$ cat src/rtl/acc_alu_pkg.sv
package acc_alu_pkg;

    localparam int OP_W = 4;

    typedef enum logic [OP_W-1:0] {
        OP_B_FROM_A   = 4'h0,
        OP_A_FROM_B   = 4'h1,
        OP_A_FROM_IMM = 4'h2,
        OP_A_FROM_MEM = 4'h3,
        OP_NOP4       = 4'h4,
        OP_NOP5       = 4'h5,
        OP_NOP6       = 4'h6,
        OP_NOP7       = 4'h7,
        OP_SHL        = 4'h8,
        OP_SHR        = 4'h9,
        OP_AND        = 4'hA,
        OP_OR         = 4'hB,
        OP_SUB        = 4'hC,
        OP_ADD        = 4'hD,
        OP_DEC        = 4'hE,
        OP_INC        = 4'hF
    } op_e;

    // Order follows the low three opcode bits of the arithmetic group
    typedef enum logic [2:0] {
        FN_SHL = 3'd0,
        FN_SHR = 3'd1,
        FN_AND = 3'd2,
        FN_OR  = 3'd3,
        FN_SUB = 3'd4,
        FN_ADD = 3'd5,
        FN_DEC = 3'd6,
        FN_INC = 3'd7
    } fn_e;

    typedef enum logic [2:0] {
        SRC_HOLD,
        SRC_AUX,
        SRC_IMM,
        SRC_MEM,
        SRC_ALU
    } src_e;

    typedef struct packed {
        src_e a_src;
        logic b_load;
        fn_e  fn;
    } ctl_t;

    function automatic ctl_t decode_op(input logic [OP_W-1:0] op, input logic strobe);
        ctl_t c;
        c.a_src  = SRC_HOLD;
        c.b_load = 1'b0;
        c.fn     = fn_e'(op[2:0]);
        if (strobe) begin
            if (op[3]) begin
                c.a_src = SRC_ALU;
            end else begin
                case (op)
                    OP_B_FROM_A:   c.b_load = 1'b1;
                    OP_A_FROM_B:   c.a_src  = SRC_AUX;
                    OP_A_FROM_IMM: c.a_src  = SRC_IMM;
                    OP_A_FROM_MEM: c.a_src  = SRC_MEM;
                    default:       c.a_src  = SRC_HOLD;
                endcase
            end
        end
        return c;
    endfunction

endpackage

$ cat src/rtl/acc_op_decode.sv
module acc_op_decode
    import acc_alu_pkg::*;
(
    input  logic [OP_W-1:0] op_code,
    input  logic            wr_en,
    output ctl_t            ctl
);
    always_comb begin
        ctl = decode_op(op_code, wr_en);
    end
endmodule

$ cat src/rtl/acc_alu_core.sv
module acc_alu_core
    import acc_alu_pkg::*;
#(
    parameter int W = 4
) (
    input  logic [W-1:0] opa,
    input  logic [W-1:0] opb,
    input  fn_e          fn,
    output logic [W-1:0] res
);
    localparam logic [W-1:0] ONE = W'(1);

    always_comb begin
        unique case (fn)
            FN_SHL:  res = {opa[W-2:0], 1'b0};
            FN_SHR:  res = {1'b0, opa[W-1:1]};
            FN_AND:  res = opa & opb;
            FN_OR:   res = opa | opb;
            FN_SUB:  res = opa - opb;
            FN_ADD:  res = opa + opb;
            FN_DEC:  res = opa - ONE;
            FN_INC:  res = opa + ONE;
            default: res = opa;
        endcase
    end
endmodule

$ cat src/rtl/acc_src_mux.sv
module acc_src_mux
    import acc_alu_pkg::*;
#(
    parameter int W = 4
) (
    input  src_e         sel,
    input  logic [W-1:0] cur_a,
    input  logic [W-1:0] aux,
    input  logic [W-1:0] imm,
    input  logic [W-1:0] mem,
    input  logic [W-1:0] alu_y,
    output logic [W-1:0] next_a
);
    always_comb begin
        case (sel)
            SRC_AUX: next_a = aux;
            SRC_IMM: next_a = imm;
            SRC_MEM: next_a = mem;
            SRC_ALU: next_a = alu_y;
            default: next_a = cur_a;
        endcase
    end
endmodule

$ cat src/rtl/acc_regpair_alu.sv
module acc_regpair_alu
    import acc_alu_pkg::*;
#(
    parameter int W = 4
) (
    input  logic            clk,
    input  logic            rst,
    input  logic [OP_W-1:0] op_code,
    input  logic [W-1:0]    imm_val,
    input  logic [W-1:0]    mem_rd,
    input  logic            wr_en,
    output logic [W-1:0]    acc_q,
    output logic [W-1:0]    aux_q,
    output logic            acc_eq_aux
);
    ctl_t         ctl;
    logic [W-1:0] alu_y;
    logic [W-1:0] acc_d;

    acc_op_decode u_dec (
        .op_code (op_code),
        .wr_en   (wr_en),
        .ctl     (ctl)
    );

    acc_alu_core #(.W(W)) u_alu (
        .opa (acc_q),
        .opb (aux_q),
        .fn  (ctl.fn),
        .res (alu_y)
    );

    acc_src_mux #(.W(W)) u_mux (
        .sel    (ctl.a_src),
        .cur_a  (acc_q),
        .aux    (aux_q),
        .imm    (imm_val),
        .mem    (mem_rd),
        .alu_y  (alu_y),
        .next_a (acc_d)
    );

    always_ff @(posedge clk) begin
        if (rst) begin
            acc_q <= '0;
            aux_q <= '0;
        end else begin
            acc_q <= acc_d;
            if (ctl.b_load) aux_q <= acc_q;
        end
    end

    assign acc_eq_aux = (acc_q == aux_q);
endmodule

$ cat config.mk
export PLATFORM = sky130hd
export DESIGN_NAME = acc_regpair_alu
export DESIGN_NICKNAME = d
export VERILOG_FILES = /design/src/rtl/acc_alu_pkg.sv /design/src/rtl/acc_op_decode.sv /design/src/rtl/acc_alu_core.sv /design/src/rtl/acc_src_mux.sv /design/src/rtl/acc_regpair_alu.sv
export SDC_FILE = /design/constraint.sdc
export NUM_CORES = 1
export LEC_CHECK = 0
export ABC_CLOCK_PERIOD_IN_PS = 2670
export BUFFER_PORTS_ARGS = -buffer_cell sky130_fd_sc_hd__buf_4
export CORE_UTILIZATION = 45
export CTS_BUF_LIST = sky130_fd_sc_hd__clkbuf_8
export DETAILED_ROUTE_END_ITERATION = 8
export GPL_TIMING_DRIVEN = 1
export PLACE_DENSITY = 0.68
export SLEW_MARGIN = 20
export SYNTH_ARGS = -nofsm -noshare
export SYNTH_HDL_FRONTEND = slang
export SYNTH_SLANG_ARGS = --single-unit
$ cat constraint.sdc
create_clock -name clk -period 2.67 [get_ports clk]
set_clock_uncertainty 0.2 [all_clocks]
set_input_delay 0.534 -clock clk [delete_from_list [all_inputs] [get_ports clk]]
set_output_delay 0.534 -clock clk [all_outputs]
set_load 0.01 [all_outputs]
==> impl_metrics.yaml, run 1 <==
cts:
  clock_latency_ns: 0.23
  cts_tree: "yes"
  cts_made_buffers: 3
  cts.sinks: 8
  clockBufferDepth: 2
  cts_root_buffer: "clkbuf_8"
  cts_setup_buffers: 0
  post_cts_resized: 0
  ctsHoldBuffers: 0
  htree_levels: 1
  cts.clk_slew.worst_paths_ns: 0.04
floorplanning:
  dieArea_mm2: 0.00252
  initial_core_util_pct: 47.3
  num_io_pins: 24
  die_w_um: 50.2
  core_area_mm2: 0.00221
  num_rows: 17
  die_h_um: 50.2
power_and_ir_drop:
  power.density_mw_per_mm2: 332
  p_total_uw: 433
  leakagePower_uw: 0.000594
  ir_drop_v: 0.000203
yosys:
  avgSynthCellArea_um2: 7.70
  synth_nets: 167
  syn_area_mm2: 0.00105
  yosys_warnings: 0
  ys.flop_type: "dfxtp_1"
  async_flop_share_pct: 0
  synth_cell_type_count: 40
  ys_ff_latch: 8
  synth_edf_count: 0
  yosysSeqAreaShare_pct: 15.3
  synth_cells: 136
sta:
  hold_violations: 0
  setup_tns_ns: 0
  max_freq_mhz: 436
  rsz0062_at_grt: "false"
  relSlewSlack_pct: 68.3
  timing.final.crit_share_pct: 86.0
  period_needed_ns: 2.30
  hold_slack_ns: 0.300
  fin_ws_ns: 0.375
  tightest_slew_ns: 0.472
  slew_viol_final: 0
  setup_viol: 0
cells_and_area:
  num_antenna_cells: 0
  drive_above_1_share_pct: 22.5
  mostFrequentLayoutCells: "30 x buf_4, 15 x nand2_1, 14 x inv_1, 14 x ha_1, 12 x a21oi_1"
  final_nets: 193
  mostFrequentLayoutCell: "buf_4"
  areaGrowthSynthToFinish_pct: 24.5
grt:
  grt_max_degree: 24
  antenna_found_initial: 0
  grt_pass1_wl_um: 4950
  track_usage_pct: 25.9
  grt_pass1_vias: 1097
  grt_overflow: 0
route:
  vias: 1106
  wl_per_cell_um: 15.1
  drt_pass1_iterations: 4
  post-route-drc-count: 0
  wl_um: 2840
  first_iter_violations: 35
  ant_nets: 0
  viasPerCell: 5.88
critical_path:
  crit_chain: "inv_1, ha_1, nor4_1, buf_4"
  critPathLaunchType: "register"
  worstPathMaxFanout: 6
  r2r_cells: 6
  criticalPathCategory: "reg2out"
  path_delay_family: "flip-flops"
  worstPathArrival_ns: 1.56
  rrSetupSlack_ns: 0.42
  required_ns: 1.94
  cp-end-kind: "primary output"
  critical_path_buf_inv_count: 2
  cp.depth: 4
  crit_slowest_cell: "dfxtp_1"
  critical-path-max-stage-delay_ns: 0.44
  crit_end: "acc_eq_aux"
  critPathLaunch: "acc_q[3]"
  reg2reg_from: "acc_q[3]"
  r2r-end: "acc_q[3]"
placement:
  portBuffers: 23
  hpwlAfterDp_um: 2200
  dp_slack_ns: 0.146
  finalWeightedCongestion: 0.847
min_path:
  min_path_cells: 2
  hp-class: "reg2reg"
run:
  cap_violations: 0
run_status:
  outcome: "finished, final reports clean"
layout make-up:
type / instances / area, um^2
fill: 231 / 908
multi-input combinational: 105 / 790
timing repair buffer: 30 / 225
sequential: 8 / 160
inverter: 14 / 52.6
clock buffer: 3 / 41.3
tap: 28 / 35.0
cell families (layout without fill, tap and decap cells):
| family | count (synthesis) | count (layout) | share of synthesized area [%] |
|---|---|---|---|
| xor+xnor | 3 | 3 | 2.51 |
| simple gates | 40 | 40 | 19.0 |
| flops | 8 | 8 | 15.3 |
| buf+inv | 23 | 47 | 9.32 |
| fa+ha+maj | 16 | 16 | 20.5 |
| compound gates | 38 | 38 | 24.4 |
| mux | 8 | 8 | 8.96 |
flip-flops by register name, indices dropped and copies added, names as in the netlist:
name,flops
acc_q,4
aux_q,4
tightest hold or removal path: cells and delay by family, from the launching register on:
family	cells	cell delay, ns
AO/OA/AOI/OAI	1	0.06
AND/OR/NAND/NOR	1	0.06
flip-flops	1	0.33
metrics by stage:
step,cell area (um^2),utilization [%],std cells
floorplan,1050,-,136
CTS,1300,58.9,188
global route,1300,58.9,188
detailed placement,1260,57.1,185
finish,1300,58.9,188
global placement,1260,57.1,185
how the worst min path moves through the flow:
stage | from | endpoint | slack (ns)
final | aux_q[2] | aux_q[2] | 0.30
after global routing | aux_q[2] | aux_q[2] | 0.33
after CTS | aux_q[2] | aux_q[2] | 0.30
after detailed placement | aux_q[2] | aux_q[2] | 0.30
after global placement | aux_q[2] | aux_q[2] | 0.28
after floorplan | aux_q[1] | aux_q[1] | 0.31
metal layers:
metal  up-vias  GRT usage [%]  routed length [um]  part of all wire, %
met5         -              0                   0                    0
met4         0           10.0                  39                  1.4
met3         7           5.76                 162                  5.7
met2        41           42.4                1350                   48
met1       522           32.7                1280                   45
li1        536              -                   -                    -
power breakdown:
group          total (uW)  internal (uW)  switching, uW
Combinational         154           73.7           79.8
Sequential            133            125           7.91
Clock                 147           97.8           49.0
cell usage after synthesis, types with 2 or more instances:
cell type / number / area, um^2
nand2_1: 15 / 56.3
ha_1: 14 / 175
inv_1: 14 / 52.6
a21oi_1: 12 / 60.1
dfxtp_1: 8 / 160
nor2_1: 7 / 26.3
mux2i_1: 6 / 60.1
nand3_1: 5 / 25.0
o21ai_0: 5 / 25.0
a311oi_1: 3 / 26.3
buf_2: 3 / 15.0
clkbuf_1: 3 / 11.3
nor2b_1: 3 / 18.8
o211ai_1: 3 / 22.5
xnor2_1: 3 / 26.3
a21o_1: 2 / 15.0
a31oi_1: 2 / 12.5
buf_4: 2 / 15.0
fa_1: 2 / 40.0
nand2b_1: 2 / 12.5
nor3_1: 2 / 10.0
o22a_1: 2 / 17.5
(Power assumes the default switching activity.)
==> inputs of run 2 (changes only) <==
--- a/config.mk
+++ b/config.mk
@@ -7,6 +7,7 @@
 export LEC_CHECK = 0
 export ABC_CLOCK_PERIOD_IN_PS = 2670
 export BUFFER_PORTS_ARGS = -buffer_cell sky130_fd_sc_hd__buf_4
+export CORE_MARGIN = 8
 export CORE_UTILIZATION = 45
 export CTS_BUF_LIST = sky130_fd_sc_hd__clkbuf_8
 export DETAILED_ROUTE_END_ITERATION = 8
==> constraint.sdc (replaced) <==
create_clock -name clk -period 2.67 [get_ports clk]
set_clock_uncertainty 0.2 [all_clocks]
set_input_delay 0.534 -clock clk [delete_from_list [all_inputs] [get_ports clk]]
set_output_delay 0.534 -clock clk [all_outputs]
set_load 0.02 [all_outputs]
==> impl_metrics.yaml, run 2 (synthesis results as in run 1) <==
route:
  top_layer: "met3"
  drt_pass1_iterations: 5
  wl_um: 2910
  viasPerCell: 5.59
  vias: 1050
  dr_wl_met3_um: 143
  ant_nets: 0
  wl_per_cell_um: 15.5
  post-route-drc-count: 0
  dr_wl_met2_um: 1390
  first_iter_violations: 54
  wl_met1_um: 1380
grt:
  grt_overflow: 0
  grt_max_degree: 24
  track_usage_pct: 14.5
  antenna_found_initial: 0
  grt_pass1_wl_um: 5060
  grt_pass1_vias: 1039
cells_and_area:
  reg_top3: "acc_q x4, aux_q x4"
  fin_cells: 188
  areaGrowthSynthToFinish_pct: 24.5
  final_nets: 193
  num_antenna_cells: 0
  utilization_pct: 58.9
  mostFrequentLayoutCell: "buf_4"
  mostFrequentLayoutCells: "30 x buf_4, 15 x nand2_1, 14 x inv_1, 14 x ha_1, 12 x a21oi_1"
  drive_above_1_share_pct: 22.5
  finalInstanceArea_mm2: 0.00130
power_and_ir_drop:
  p_sw_uw: 139
  swShare_pct: 31.9
  power_frac_clock_pct: 32.9
  ir_drop_v: 0.000291
  power.density_mw_per_mm2: 334
  p_comb_share_pct: 36.6
  intPower_uw: 296
  leakagePower_uw: 0.000594
  seqPwrFrac_pct: 30.6
cts:
  cts.sinks: 8
  cts_made_buffers: 3
  ctsHoldBuffers: 0
  cts.clk_slew.worst_paths_ns: 0.04
  htree_levels: 1
  cts_setup_buffers: 0
  clock_latency_ns: 0.23
  cts_root_buffer: "clkbuf_8"
  cts_tree: "yes"
  clockBufferDepth: 2
  post_cts_resized: 0
critical_path:
  required_ns: 1.94
  critPathLaunch: "acc_q[1]"
  worstPathMaxFanout: 7
  critPathLaunchType: "register"
  criticalPathCategory: "reg2out"
  worstPathArrival_ns: 1.58
  cp-end-kind: "primary output"
  reg2reg_from: "aux_q[2]"
sta:
  rsz0062_at_grt: "false"
  setup_viol: 0
  setup_tns_ns: 0
  relSlewSlack_pct: 67.4
  timing.final.crit_share_pct: 86.7
  slew_viol_final: 0
  hold_violations: 0
  period_needed_ns: 2.31
  tightest_slew_ns: 0.485
  fin_ws_ns: 0.355
  max_freq_mhz: 432
floorplanning:
  die_w_um: 64.2
  num_rows: 17
  num_io_pins: 24
  die_h_um: 64.2
  initial_core_util_pct: 47.3
  core_area_mm2: 0.00221
  dieArea_mm2: 0.00413
placement:
  dpl_cell_area_mm2: 0.00126
  finalWeightedCongestion: 0.889
  dp_slack_ns: 0.135
  hpwlAfterDp_um: 2270
  portBuffers: 23
  placed_cells: 185
min_path:
  worstHoldStart: "aux_q[2]"
  hp-class: "reg2reg"
run_status:
  outcome: "finished, final reports clean"
run:
  cap_violations: 0
## run 2: area by class of cell
class	count	area, um^2
Clock buffer	3	41.3
Fill cell	212	908
Inverter	14	52.6
Multi-Input combinational cell	105	790
Sequential cell	8	160
Tap cell	28	35.0
Timing Repair Buffer	30	225
## run 2: metal layers
metal,track usage [%],vias to the layer above
met2,23.4,31
met1,19.4,484
met4,1.63,0
li1,-,535
met3,3.66,0
met5,0,-
## run 2: through the flow
stage	hold WS (ns)	total power (uW)
6_report	0.310	435
5_1_grt	0.310	467
4_1_cts	0.301	438
3_5_place_dp	0.297	293
3_3_place_gp	0.278	291
2_1_floorplan	0.359	236
## run 2: worst paths after layout
kind | end | slack [ns] | cells after the start
setup / recovery | acc_eq_aux | 0.36 | 4
hold / removal | aux_q[2] | 0.31 | 2
setup reg to reg | acc_q[3] | 0.38 | 7
hold reg to reg | aux_q[2] | 0.31 | 2
## run 2: worst max-delay path, stage by stage (launching register included)
cell and delay [ns]:
dfxtp_1 0.47, inv_1 0.08, ha_1 0.31, nor4_1 0.30, buf_4 0.19
## run 2: power by group through the flow
stage	logic [uW]	clock network, uW	registers [uW]
after floorplan	94.6	0	142
after CTS	159	146	133
after detailed placement	158	0	135
after global routing	177	156	133
final	159	143	133
after global placement	157	0	135
==> inputs of run 3 (changes only) <==
--- a/config.mk
+++ b/config.mk
@@ -7,6 +7,7 @@
 export LEC_CHECK = 0
 export ABC_CLOCK_PERIOD_IN_PS = 2670
 export BUFFER_PORTS_ARGS = -buffer_cell sky130_fd_sc_hd__buf_4
+export CORE_ASPECT_RATIO = 0.75
 export CORE_MARGIN = 8
 export CORE_UTILIZATION = 45
 export CTS_BUF_LIST = sky130_fd_sc_hd__clkbuf_8
==> impl_metrics.yaml, run 3 (synthesis results as in run 1) <==
run_status:
  outcome: "finished, final reports clean"
cts:
  cts.clk_slew.worst_paths_ns: 0.05
  clock_latency_ns: 0.24
  post_cts_resized: 0
  cts_setup_buffers: 0
  cts_root_buffer: "clkbuf_8"
  cts_tree: "yes"
  cts.sinks: 8
  clockBufferDepth: 2
  htree_levels: 1
  cts_made_buffers: 3
  ctsHoldBuffers: 0
route:
  drt_pass1_iterations: 4
  wl_um: 3050
  vias: 1105
  ant_nets: 0
  viasPerCell: 5.97
  wl_per_cell_um: 16.5
  first_iter_violations: 131
  post-route-drc-count: 0
power_and_ir_drop:
  swShare_pct: 33.2
  ir_drop_v: 0.000176
  seqPwrFrac_pct: 29.5
  p_comb_share_pct: 36.6
  power_frac_clock_pct: 33.9
  power.density_mw_per_mm2: 342
  p_sw_uw: 148
  intPower_uw: 297
  leakagePower_uw: 0.000593
floorplanning:
  dieArea_mm2: 0.00414
  initial_core_util_pct: 46.5
  num_io_pins: 24
  core_area_mm2: 0.00225
  num_rows: 15
  die_w_um: 71.7
  die_h_um: 57.8
cells_and_area:
  drive_above_1_share_pct: 22.5
  fin_cells: 185
  n_fill_cell: 205
  seqCellArea_um2: 160
  mostFrequentLayoutCell: "buf_4"
  num_antenna_cells: 0
  finalInstanceArea_mm2: 0.00130
  multi_input_area_um2: 790
  mostFrequentLayoutCells: "30 x buf_4, 15 x nand2_1, 14 x inv_1, 14 x ha_1, 12 x a21oi_1"
  reg_top3: "acc_q x4, aux_q x4"
  areaGrowthSynthToFinish_pct: 24.1
  final_nets: 193
  utilization_pct: 57.7
sta:
  slew_viol_final: 0
  max_freq_mhz: 433
  rsz0062_at_grt: "false"
  hold_violations: 0
  timing.final.crit_share_pct: 86.4
  tightest_slew_ns: 0.511
  period_needed_ns: 2.31
  relSlewSlack_pct: 65.7
  setup_tns_ns: 0
  setup_viol: 0
critical_path:
  critPathLaunchType: "register"
  worstPathMaxFanout: 6
  worstPathArrival_ns: 1.57
  crit_chain: "inv_1, ha_1, nor4_1, buf_4"
  cp-end-kind: "primary output"
  crit_slowest_cell: "dfxtp_1"
  r2r_cells: 6
  required_ns: 1.94
  critical-path-max-stage-delay_ns: 0.44
  criticalPathCategory: "reg2out"
placement:
  placed_cells: 182
  hpwlAfterDp_um: 2350
  dpl_cell_area_mm2: 0.00126
  portBuffers: 23
  finalWeightedCongestion: 0.910
min_path:
  min_path_cells: 2
  hp-class: "reg2reg"
grt:
  grt_max_degree: 19
  track_usage_pct: 15.0
  grt_pass1_wl_um: 4990
  antenna_found_initial: 0
  grt_overflow: 0
  grt_pass1_vias: 1060
run:
  cap_violations: 0
## run 3: final cells by class
cell class	instances	area share, %
clock buffers	3	3.18
inverters	14	4.04
multi-input cells	105	60.7
flip-flops and latches	8	12.3
well taps	25	2.41
repair buffers	30	17.3
## run 3: final timing paths
kind | start | end | slack [ns]
setup / recovery | acc_q[3] | acc_eq_aux | 0.36
hold / removal | aux_q[2] | aux_q[2] | 0.29
setup reg to reg | acc_q[3] | acc_q[3] | 0.41
hold reg to reg | aux_q[2] | aux_q[2] | 0.29
## run 3: power by group through the flow
stage | clock, uW | sequential, uW | combinational, uW
6_report | 151 | 131 | 163
5_1_grt | 158 | 132 | 179
4_1_cts | 153 | 131 | 162
3_5_place_dp | 0 | 134 | 161
3_3_place_gp | 0 | 133 | 159
2_1_floorplan | 0 | 142 | 94.6
## run 3: routing by layer
layer / track usage [%] / vias to the layer above / part of all wire [%]
li1: - / 536 / -
met1: 18.7 / 507 / 44
met2: 24.9 / 57 / 46
met3: 3.27 / 5 / 9.2
met4: 5.51 / 0 / 0.92
met5: 0 / - / 0
## run 3: critical path, delay by kind of cell, from the launching register on
kind / cells / cell delay [ns]
buffers and inverters: 2 / 0.30
DFF: 1 / 0.44
adders and majority gates: 1 / 0.36
and+or+nand+nor: 1 / 0.23
## run 3: per-stage QoR
stage,hold WS [ns],setup WS (ns),total power (uW)
2_1_floorplan,0.359,0.000100,236
3_3_place_gp,0.275,0.233,292
3_5_place_dp,0.291,0.170,295
4_1_cts,0.297,0.331,447
5_1_grt,0.318,0.275,470
6_report,0.293,0.362,445
